## src/rtl/median_pkg.sv

```systemverilog
package median_pkg;
  // Strobes from control to datapath
  typedef struct packed {
    logic shiftEn;  // accept sample into the window
    logic emitVld;  // this accept completes a full window
  } medCtrl_t;
endpackage

```

## src/rtl/median_vote.sv

```systemverilog
module median_vote #(
  parameter int M = 5
) (
  input  logic [M-1:0] ballots,
  output logic         vote
);
  localparam int CW = $clog2(M + 1);

  logic [CW-1:0] tally;

  always_comb begin
    tally = '0;
    for (int j = 0; j < M; j++) begin
      tally = tally + {{(CW-1){1'b0}}, ballots[j]};
    end
  end

  // odd M: more ones than zeros means tally above M/2
  assign vote = (tally > CW'(M / 2));
endmodule

```

## src/rtl/median_ctrl.sv

```systemverilog
module median_ctrl
  import median_pkg::*;
#(
  parameter int M = 5
) (
  input  logic     clk,
  input  logic     rst,
  input  logic     inVld,
  output medCtrl_t ctrl
);
  localparam int            CW      = $clog2(M + 1);
  localparam logic [CW-1:0] FILL_MAX = CW'(M);
  localparam logic [CW-1:0] LAST_GAP = CW'(M - 1);

  logic [CW-1:0] fillCnt;

  always_ff @(posedge clk) begin
    if (rst) begin
      fillCnt <= '0;
    end else if (inVld && (fillCnt != FILL_MAX)) begin
      fillCnt <= fillCnt + 1'b1;
    end
  end

  always_comb begin
    ctrl.shiftEn = inVld;
    ctrl.emitVld = inVld && (fillCnt >= LAST_GAP);
  end
endmodule

```

## src/rtl/median_dp.sv

```systemverilog
module median_dp
  import median_pkg::*;
#(
  parameter int M    = 5,
  parameter int N    = 8,
  parameter bit PIPE = 1'b1
) (
  input  logic         clk,
  input  logic         rst,
  input  medCtrl_t     ctrl,
  input  logic [N-1:0] inSample,
  output logic         medVld,
  output logic [N-1:0] medOut
);
  logic [M-1:0][N-1:0] winReg;
  logic                vld0;

  always_ff @(posedge clk) begin
    if (rst) begin
      winReg <= '0;
      vld0   <= 1'b0;
    end else begin
      vld0 <= ctrl.emitVld;
      if (ctrl.shiftEn) begin
        winReg <= {winReg[M-2:0], inSample};
      end
    end
  end

  for (genvar i = 0; i < N; i++) begin : stg
    localparam int BIT = N - 1 - i;

    logic [M-1:0][BIT:0] winIn;
    logic [M-1:0]        divIn, heldIn, colBit, effBit;
    logic [N-1:0]        medIn, medNxt;
    logic                vldIn, vote;

    if (i == 0) begin : head
      assign winIn  = winReg;
      assign divIn  = '0;
      assign heldIn = '0;
      assign medIn  = '0;
      assign vldIn  = vld0;
    end else begin : link
      assign winIn  = stg[i-1].fwd.winOut;
      assign divIn  = stg[i-1].fwd.divOut;
      assign heldIn = stg[i-1].fwd.heldOut;
      assign medIn  = stg[i-1].fwd.medFwd;
      assign vldIn  = stg[i-1].fwd.vldOut;
    end

    always_comb begin
      for (int j = 0; j < M; j++) begin
        colBit[j] = winIn[j][BIT];
      end
    end

    // split samples vote with their held bit, others with their own bit
    assign effBit = (divIn & heldIn) | (~divIn & colBit);

    median_vote #(.M(M)) u_vote (
      .ballots(effBit),
      .vote   (vote)
    );

    always_comb begin
      medNxt      = medIn;
      medNxt[BIT] = vote;
    end

    if (i < N - 1) begin : fwd
      logic [M-1:0][BIT-1:0] winNxt, winOut;
      logic [M-1:0]          divNxt, divOut, heldOut;
      logic [N-1:0]          medFwd;
      logic                  vldOut;

      always_comb begin
        for (int j = 0; j < M; j++) begin
          winNxt[j] = winIn[j][BIT-1:0];
        end
      end

      assign divNxt = divIn | (effBit ^ {M{vote}});

      if (PIPE) begin : pipe
        always_ff @(posedge clk) begin
          if (rst) begin
            winOut  <= '0;
            divOut  <= '0;
            heldOut <= '0;
            medFwd  <= '0;
            vldOut  <= 1'b0;
          end else begin
            winOut  <= winNxt;
            divOut  <= divNxt;
            heldOut <= effBit;
            medFwd  <= medNxt;
            vldOut  <= vldIn;
          end
        end
      end else begin : flat
        assign winOut  = winNxt;
        assign divOut  = divNxt;
        assign heldOut = effBit;
        assign medFwd  = medNxt;
        assign vldOut  = vldIn;
      end
    end else begin : tail
      assign medVld = vldIn;
      assign medOut = medNxt;
    end
  end
endmodule

```

## src/rtl/median_filter.sv

```systemverilog
module median_filter
  import median_pkg::*;
#(
  parameter int M         = 5,
  parameter int N         = 8,
  parameter bit PIPELINED = 1'b1
) (
  input  logic         clk,
  input  logic         rst,
  input  logic         inVld,
  input  logic [N-1:0] inSample,
  output logic         medVld,
  output logic [N-1:0] medOut
);
  medCtrl_t ctrl;

  median_ctrl #(.M(M)) u_ctrl (
    .clk  (clk),
    .rst  (rst),
    .inVld(inVld),
    .ctrl (ctrl)
  );

  median_dp #(.M(M), .N(N), .PIPE(PIPELINED)) u_dp (
    .clk     (clk),
    .rst     (rst),
    .ctrl    (ctrl),
    .inSample(inSample),
    .medVld  (medVld),
    .medOut  (medOut)
  );
endmodule

```

## config.mk

```make
export PLATFORM = sky130hd
export DESIGN_NAME = median_filter
export DESIGN_NICKNAME = d
export VERILOG_FILES = /design/src/rtl/median_pkg.sv /design/src/rtl/median_vote.sv /design/src/rtl/median_ctrl.sv /design/src/rtl/median_dp.sv /design/src/rtl/median_filter.sv
export SDC_FILE = /design/constraint.sdc
export NUM_CORES = 1
export LEC_CHECK = 0
export CAP_MARGIN = 40
export CORE_MARGIN = 5
export CORE_UTILIZATION = 45
export DETAILED_ROUTE_END_ITERATION = 10
export PLACE_DENSITY = 0.62
export SLEW_MARGIN = 20
export SYNTH_ARGS = -nofsm -noshare
export SYNTH_HDL_FRONTEND = slang
export SYNTH_SLANG_ARGS = --single-unit
```

## constraint.sdc

```tcl
create_clock -name clk -period 4 [get_ports clk]
set_input_delay 0.4 -clock clk [delete_from_list [all_inputs] [get_ports clk]]
set_output_delay 0.4 -clock clk [all_outputs]
set_load 0.02 [all_outputs]
```

Word-level counts from Yosys, hierarchy flattened
Cells that the tools add are included.

Logic and storage cells: 156. Output and inout bits: 9. Register bits: 310.

Equality and inequality tests: 1. Bitwise operators: 41. $add $sub $neg: 33. Reduce and logical (&&, ||, !) cells: 2. Magnitude comparators: 9.

Operators with widths (number): $and A5 B5 Y5 (14); $or A5 B5 Y5 (13); $add A3 B1 Y3 (16); $not A5 Y5 (7); $xor A5 B5 Y5 (7); $add A2 B1 Y3 (8); $gt A3 B2 Y1 const B (8); $add A1 B1 Y2 (8); $add A3 B1 Y3 const B (1); $ge A3 B3 Y1 const B (1); $ne A3 B3 Y1 const B (1); $logic_and A1 B1 Y1 (2).

Longest topological paths before layout
Depth after elaboration: 10. Mapped depth: 10. Mapped depth without buffers: 9.

Hierarchy
A second synthesis with hierarchy kept.

Cell total of the unflattened synthesis: 879. Area total of the unflattened synthesis: 10525.1 um2.

By module, submodules not included: median_dp (cells each 757, area each 9466.6 um2, times used 1); median_vote (cells each 13, area each 107.6 um2, times used 8); median_ctrl (cells each 18, area each 197.7 um2, times used 1).

Worst setup path before layout
OpenSTA, ideal clock, no wires.

Path type: reg2reg. Start: register u_dp.stg[1].fwd.divOut[0]. End: register u_dp.stg[2].fwd.divOut[0]. Period minus slack after synthesis: 2748 ps. Cell stages (with the launch flop): 10. Arrival time: 2674 ps. Data required time: 3926 ps. Setup time: 74 ps. Setup slack: 1252 ps. Cell sequence: dfxtp_1 -> mux2_1 -> fa_1 -> inv_1 -> fa_1 -> ha_1 -> and3b_1 -> buf_6 -> or3_1 -> a31oi_2.

Cells in the longest elaborated chain, start to end: 10. Elaborated cells between the ends (all ways): 11. Those cells by class: add/sub (4); order compare (1); bitwise (6).

Ends and longest elaborated chain: start: declaration (line median_dp.sv:73) `logic [M-1:0] divNxt, divOut, heldOut;`; start signal: assignment (line median_dp.sv:95) `divOut <= divNxt;`; $not A5 Y5 (line median_dp.sv:59) `assign effBit = (divIn & heldIn) | (~divIn & colBit);`; $and A5 B5 Y5 (line median_dp.sv:59); $or A5 B5 Y5 * (line median_dp.sv:59); net u_dp.stg[2].effBit[0] (line median_dp.sv:34) `logic [M-1:0] divIn, heldIn, colBit, effBit;`; $add A1 B1 Y2 (line median_vote.sv:14) `tally = tally + {{(CW-1){1'b0}}, ballots[j]};`; $add A2 B1 Y3 (line median_vote.sv:14); $add A3 B1 Y3 (2 in a row) (line median_vote.sv:14); $gt A3 B2 Y1 (line median_vote.sv:19) `assign vote = (tally > CW'(M / 2));`; $xor A5 B5 Y5 * (line median_dp.sv:83) `assign divNxt = divIn | (effBit ^ {M{vote}});`; $or A5 B5 Y5 * (line median_dp.sv:83); end signal: assignment (line median_dp.sv:95); end: declaration (line median_dp.sv:73).

Mark *: on every way through the listed nets, which the timed path passes. The rest lies on a longest branch. A chain may end at the register's enable or synchronous reset.

Worst setup path after layout
Start: register u_dp.stg[6].fwd.divOut[0]. End: output medOut[0].

Cells in the longest elaborated chain, start to end: 8. Elaborated cells between the ends (all ways): 9. Those cells by class: add/sub (4); order compare (1); bitwise (4).

Ends and longest elaborated chain: start: declaration (line median_dp.sv:73); start signal: assignment (line median_dp.sv:95); $not A5 Y5 (line median_dp.sv:59); $and A5 B5 Y5 (line median_dp.sv:59); $or A5 B5 Y5 * (line median_dp.sv:59); $add A1 B1 Y2 * (line median_vote.sv:14); $add A2 B1 Y3 * (line median_vote.sv:14); $add A3 B1 Y3 * (2 in a row) (line median_vote.sv:14); $gt A3 B2 Y1 * (line median_vote.sv:19); end: declaration (line median_filter.sv:13) `output logic [N-1:0] medOut`.

Mark *: on every way between the ends. The rest lies on a longest branch, timed or not.

==> insert_results.sql <==
INSERT INTO impl_metrics (metric_group, metric, value, unit) VALUES
('clock_tree', 'cts.htree.levels', '1', ''),
('layout', 'final_layout_size_suffix_gt1_share', '9.10', '%'),
('sta', 'slew-limit-headroom', '32.1', '%'),
('sta', 'total_setup_violations_reported_at_the_end_of_the_flow', '0', ''),
('sta', 'grt_setup_unrepaired', 'false', ''),
('sta', 'hold-worst-slack', '0.419', 'ns'),
('synth', 'synth_sequential_area_ratio', '58.5', '%'),
('layout', 'num-fill-cells', '1921', ''),
('hold_path', 'hold_path_startpoint', 'rst', ''),
('layout', 'final_area', '0.0111', 'sq mm'),
('route', 'dr.first_iter.drc_count', '225', ''),
('route', 'vias', '5156', ''),
('floorplan', 'chipWidth', '158', 'um'),
('critical_path', 'critical-path-max-stage-delay', '0.62', 'ns'),
('clock_tree', 'cts.hold.buffers_added', '0', ''),
('power_and_ir_drop', 'power_leakage', '4.33', 'nW'),
('place', 'placedInstanceArea', '0.0102', 'sq mm'),
('synth', 'ys_warn_count', '0', ''),
('floorplan', 'start_util', '45.5', '%'),
('power_and_ir_drop', 'max-vdd-ir-drop', '0.000347', 'V'),
('route', 'drtPass1Iterations', '4', ''),
('critical_path', 'critical_path.slowest_cell', 'sky130_fd_sc_hd__clkdlybuf4s50_1', ''),
('synth', 'synth_cell_type_count', '25', ''),
('floorplan', 'design.die.area', '0.0250', 'sq mm'),
('place', 'hpwlAfterDp', '8.08', 'mm'),
('sta', 'fin_worst_skew', '0.00872', 'ns'),
('place', 'place_inst', '1128', ''),
('grt', 'grt_pass1_wl', '22.6', 'mm'),
('route', 'vias_per_cell', '4.37', ''),
('status', 'run_status', 'finished clean', ''),
('route', 'final_antenna_net_count', '0', ''),
('clock_tree', 'postCtsResizedCells', '0', ''),
('sta', 'fin_crit', '3.51', 'ns'),
('critical_path', 'worstPathRequired', '3.60', 'ns'),
('layout', 'layoutNonFillerInstCount', '1181', ''),
('clock_tree', 'tritoncts', 'done', ''),
('layout', 'synthToLayoutAreaGrowth', '12.5', '%'),
('critical_path', 'critPathBufInv', '1', ''),
('grt', 'vias_in_the_first_global_route', '4726', ''),
('critical_path', 'worst_setup_sp', 'u_dp.stg[6].fwd.divOut[0]', ''),
('grt', 'antenna_found_initial', '0', ''),
('sta', 'timing.final.hold_violations', '0', ''),
('layout', 'insertedDiodeCount', '0', ''),
('layout', 'layout.cells.most_common_list', 'sky130_fd_sc_hd__dfxtp_1 (289), sky130_fd_sc_hd__nor2b_1 (184), sky130_fd_sc_hd__nor2_1 (68), sky130_fd_sc_hd__mux2i_1 (60), sky130_fd_sc_hd__inv_1 (59)', ''),
('synth', 'synth_async_sr_flop_share', '0', '%'),
('clock_tree', 'worst_setup_hold_path_clk_slew', '0.06', 'ns'),
('clock_tree', 'tritoncts_num_sinks', '289', ''),
('clock_tree', 'cts_root_buffer', 'sky130_fd_sc_hd__clkbuf_16', ''),
('sta', 'upper_clock_frequency_limit', '285', 'MHz'),
('place', 'place_ws', '1.03', 'ns'),
('route', 'route.detailed.drc', '0', ''),
('sta', 'tightest_slew', '1.02', 'ns'),
('critical_path', 'worstReg2RegStart', 'u_dp.stg[4].fwd.divOut[0]', ''),
('critical_path', 'crit_path_start_kind', 'register', ''),
('power_and_ir_drop', 'fin_total_pwr', '5.60', 'mW'),
('grt', 'grt_remaining_overflow', '0', ''),
('synth', 'syn_nets', '920', ''),
('critical_path', 'critical-path-top-delay-family', 'adder cells', ''),
('critical_path', 'arrival', '3.11', 'ns'),
('synth', 'postSynthRegisterBits', '289', ''),
('layout', 'post-route-util', '51.1', '%'),
('synth', 'syn-instance-count', '875', ''),
('critical_path', 'path_cells', 'mux2i_1, fa_1, fa_1, ha_1, a31oi_1, clkdlybuf4s50_1', ''),
('critical_path', 'critical_path_class', 'register to primary output', ''),
('place', 'gpl.final_weighted_congestion', '0.756', ''),
('critical_path', 'crit_fanout', '2', ''),
('clock_tree', 'numCtsBuffers', '30', ''),
('synth', 'synth.avg_cell_area', '11.3', 'sq um'),
('clock_tree', 'post-cts-setup-buffer-count', '0', ''),
('synth', 'number_of_synthesized_flops_with_an_enable_pin', '0', ''),
('floorplan', 'rows', '54', '');
-- routing by layer --
metal / global-route usage (%) / share of wire [%]
met4: 3.74 / 1.7
met2: 15.0 / 41
met3: 2.68 / 4.6
met1: 16.0 / 53
met5: 0 / 0
-- cell families (layout without fill, tap and decap cells) --
family          count (synthesis)  after routing  share of synthesized area [%]
simple gates                  297            297                           17.1
mux                            80             80                           8.35
compound gates                 65             65                           5.33
fa+ha+maj                      34             34                           5.52
buf+inv                       109            135                           5.06
flops                         289            289                           58.5
xor+xnor                        1              1                         0.0886
-- area by class of cell --
type / count / area, sq um / share of cell area, %
clock inverters: 9 / 48.8 / 0.439
inverters: 59 / 221 / 1.99
flip-flops and latches: 289 / 5790 / 52.0
well taps: 280 / 350 / 3.15
multi-input cells: 477 / 3600 / 32.4
repair buffers: 23 / 233 / 2.09
clock buffers: 44 / 885 / 7.95
-- power breakdown --
group	switching [mW]	internal, mW
combinational	0.0779	0.0490
clock	1.03	1.52
sequential	0.0152	2.91
-- state kept, by name, indices dropped and copies added (netlist names) --
| register | count |
|---|---|
| u_dp.stg.vldIn | 1 |
| u_dp.stg.fwd.vldOut | 6 |
| u_dp.stg.fwd.heldOut | 35 |
| u_dp.medVld | 1 |
| u_dp.stg.colBit | 5 |
| u_ctrl.fillCnt | 3 |
| u_dp.stg.fwd.winOut | 140 |
| u_dp.stg.fwd.medFwd | 28 |
| u_dp.stg.fwd.divOut | 35 |
| u_dp.stg.fwd.winNxt | 35 |
-- synthesized netlist by cell type, types with 15 or more instances --
library cell                n  area, sq um
sky130_fd_sc_hd__nor2b_1  184         1150
sky130_fd_sc_hd__o21ai_0   30          150
sky130_fd_sc_hd__mux2_1    15          169
sky130_fd_sc_hd__a31oi_2   25          313
sky130_fd_sc_hd__mux2i_1   60          601
sky130_fd_sc_hd__fa_1      16          320
sky130_fd_sc_hd__dfxtp_1  289         5790
sky130_fd_sc_hd__ha_1      18          225
sky130_fd_sc_hd__nor2_1    68          255
sky130_fd_sc_hd__buf_2     28          140
sky130_fd_sc_hd__or3_1     30          188
sky130_fd_sc_hd__inv_1     59          221
-- worst paths after layout --
path | to | slack, ns | depth (start not counted)
worst max-delay path | medOut[0] | 0.49 | 6
worst min-delay path | u_dp.stg[2].fwd.medFwd[6] | 0.42 | 2
worst max register to register | u_dp.stg[5].fwd.divOut[1] | 1.14 | 8
worst min register to register | u_dp.stg[1].fwd.winOut[9] | 0.43 | 1
Power figures use the tool's default switching activity.
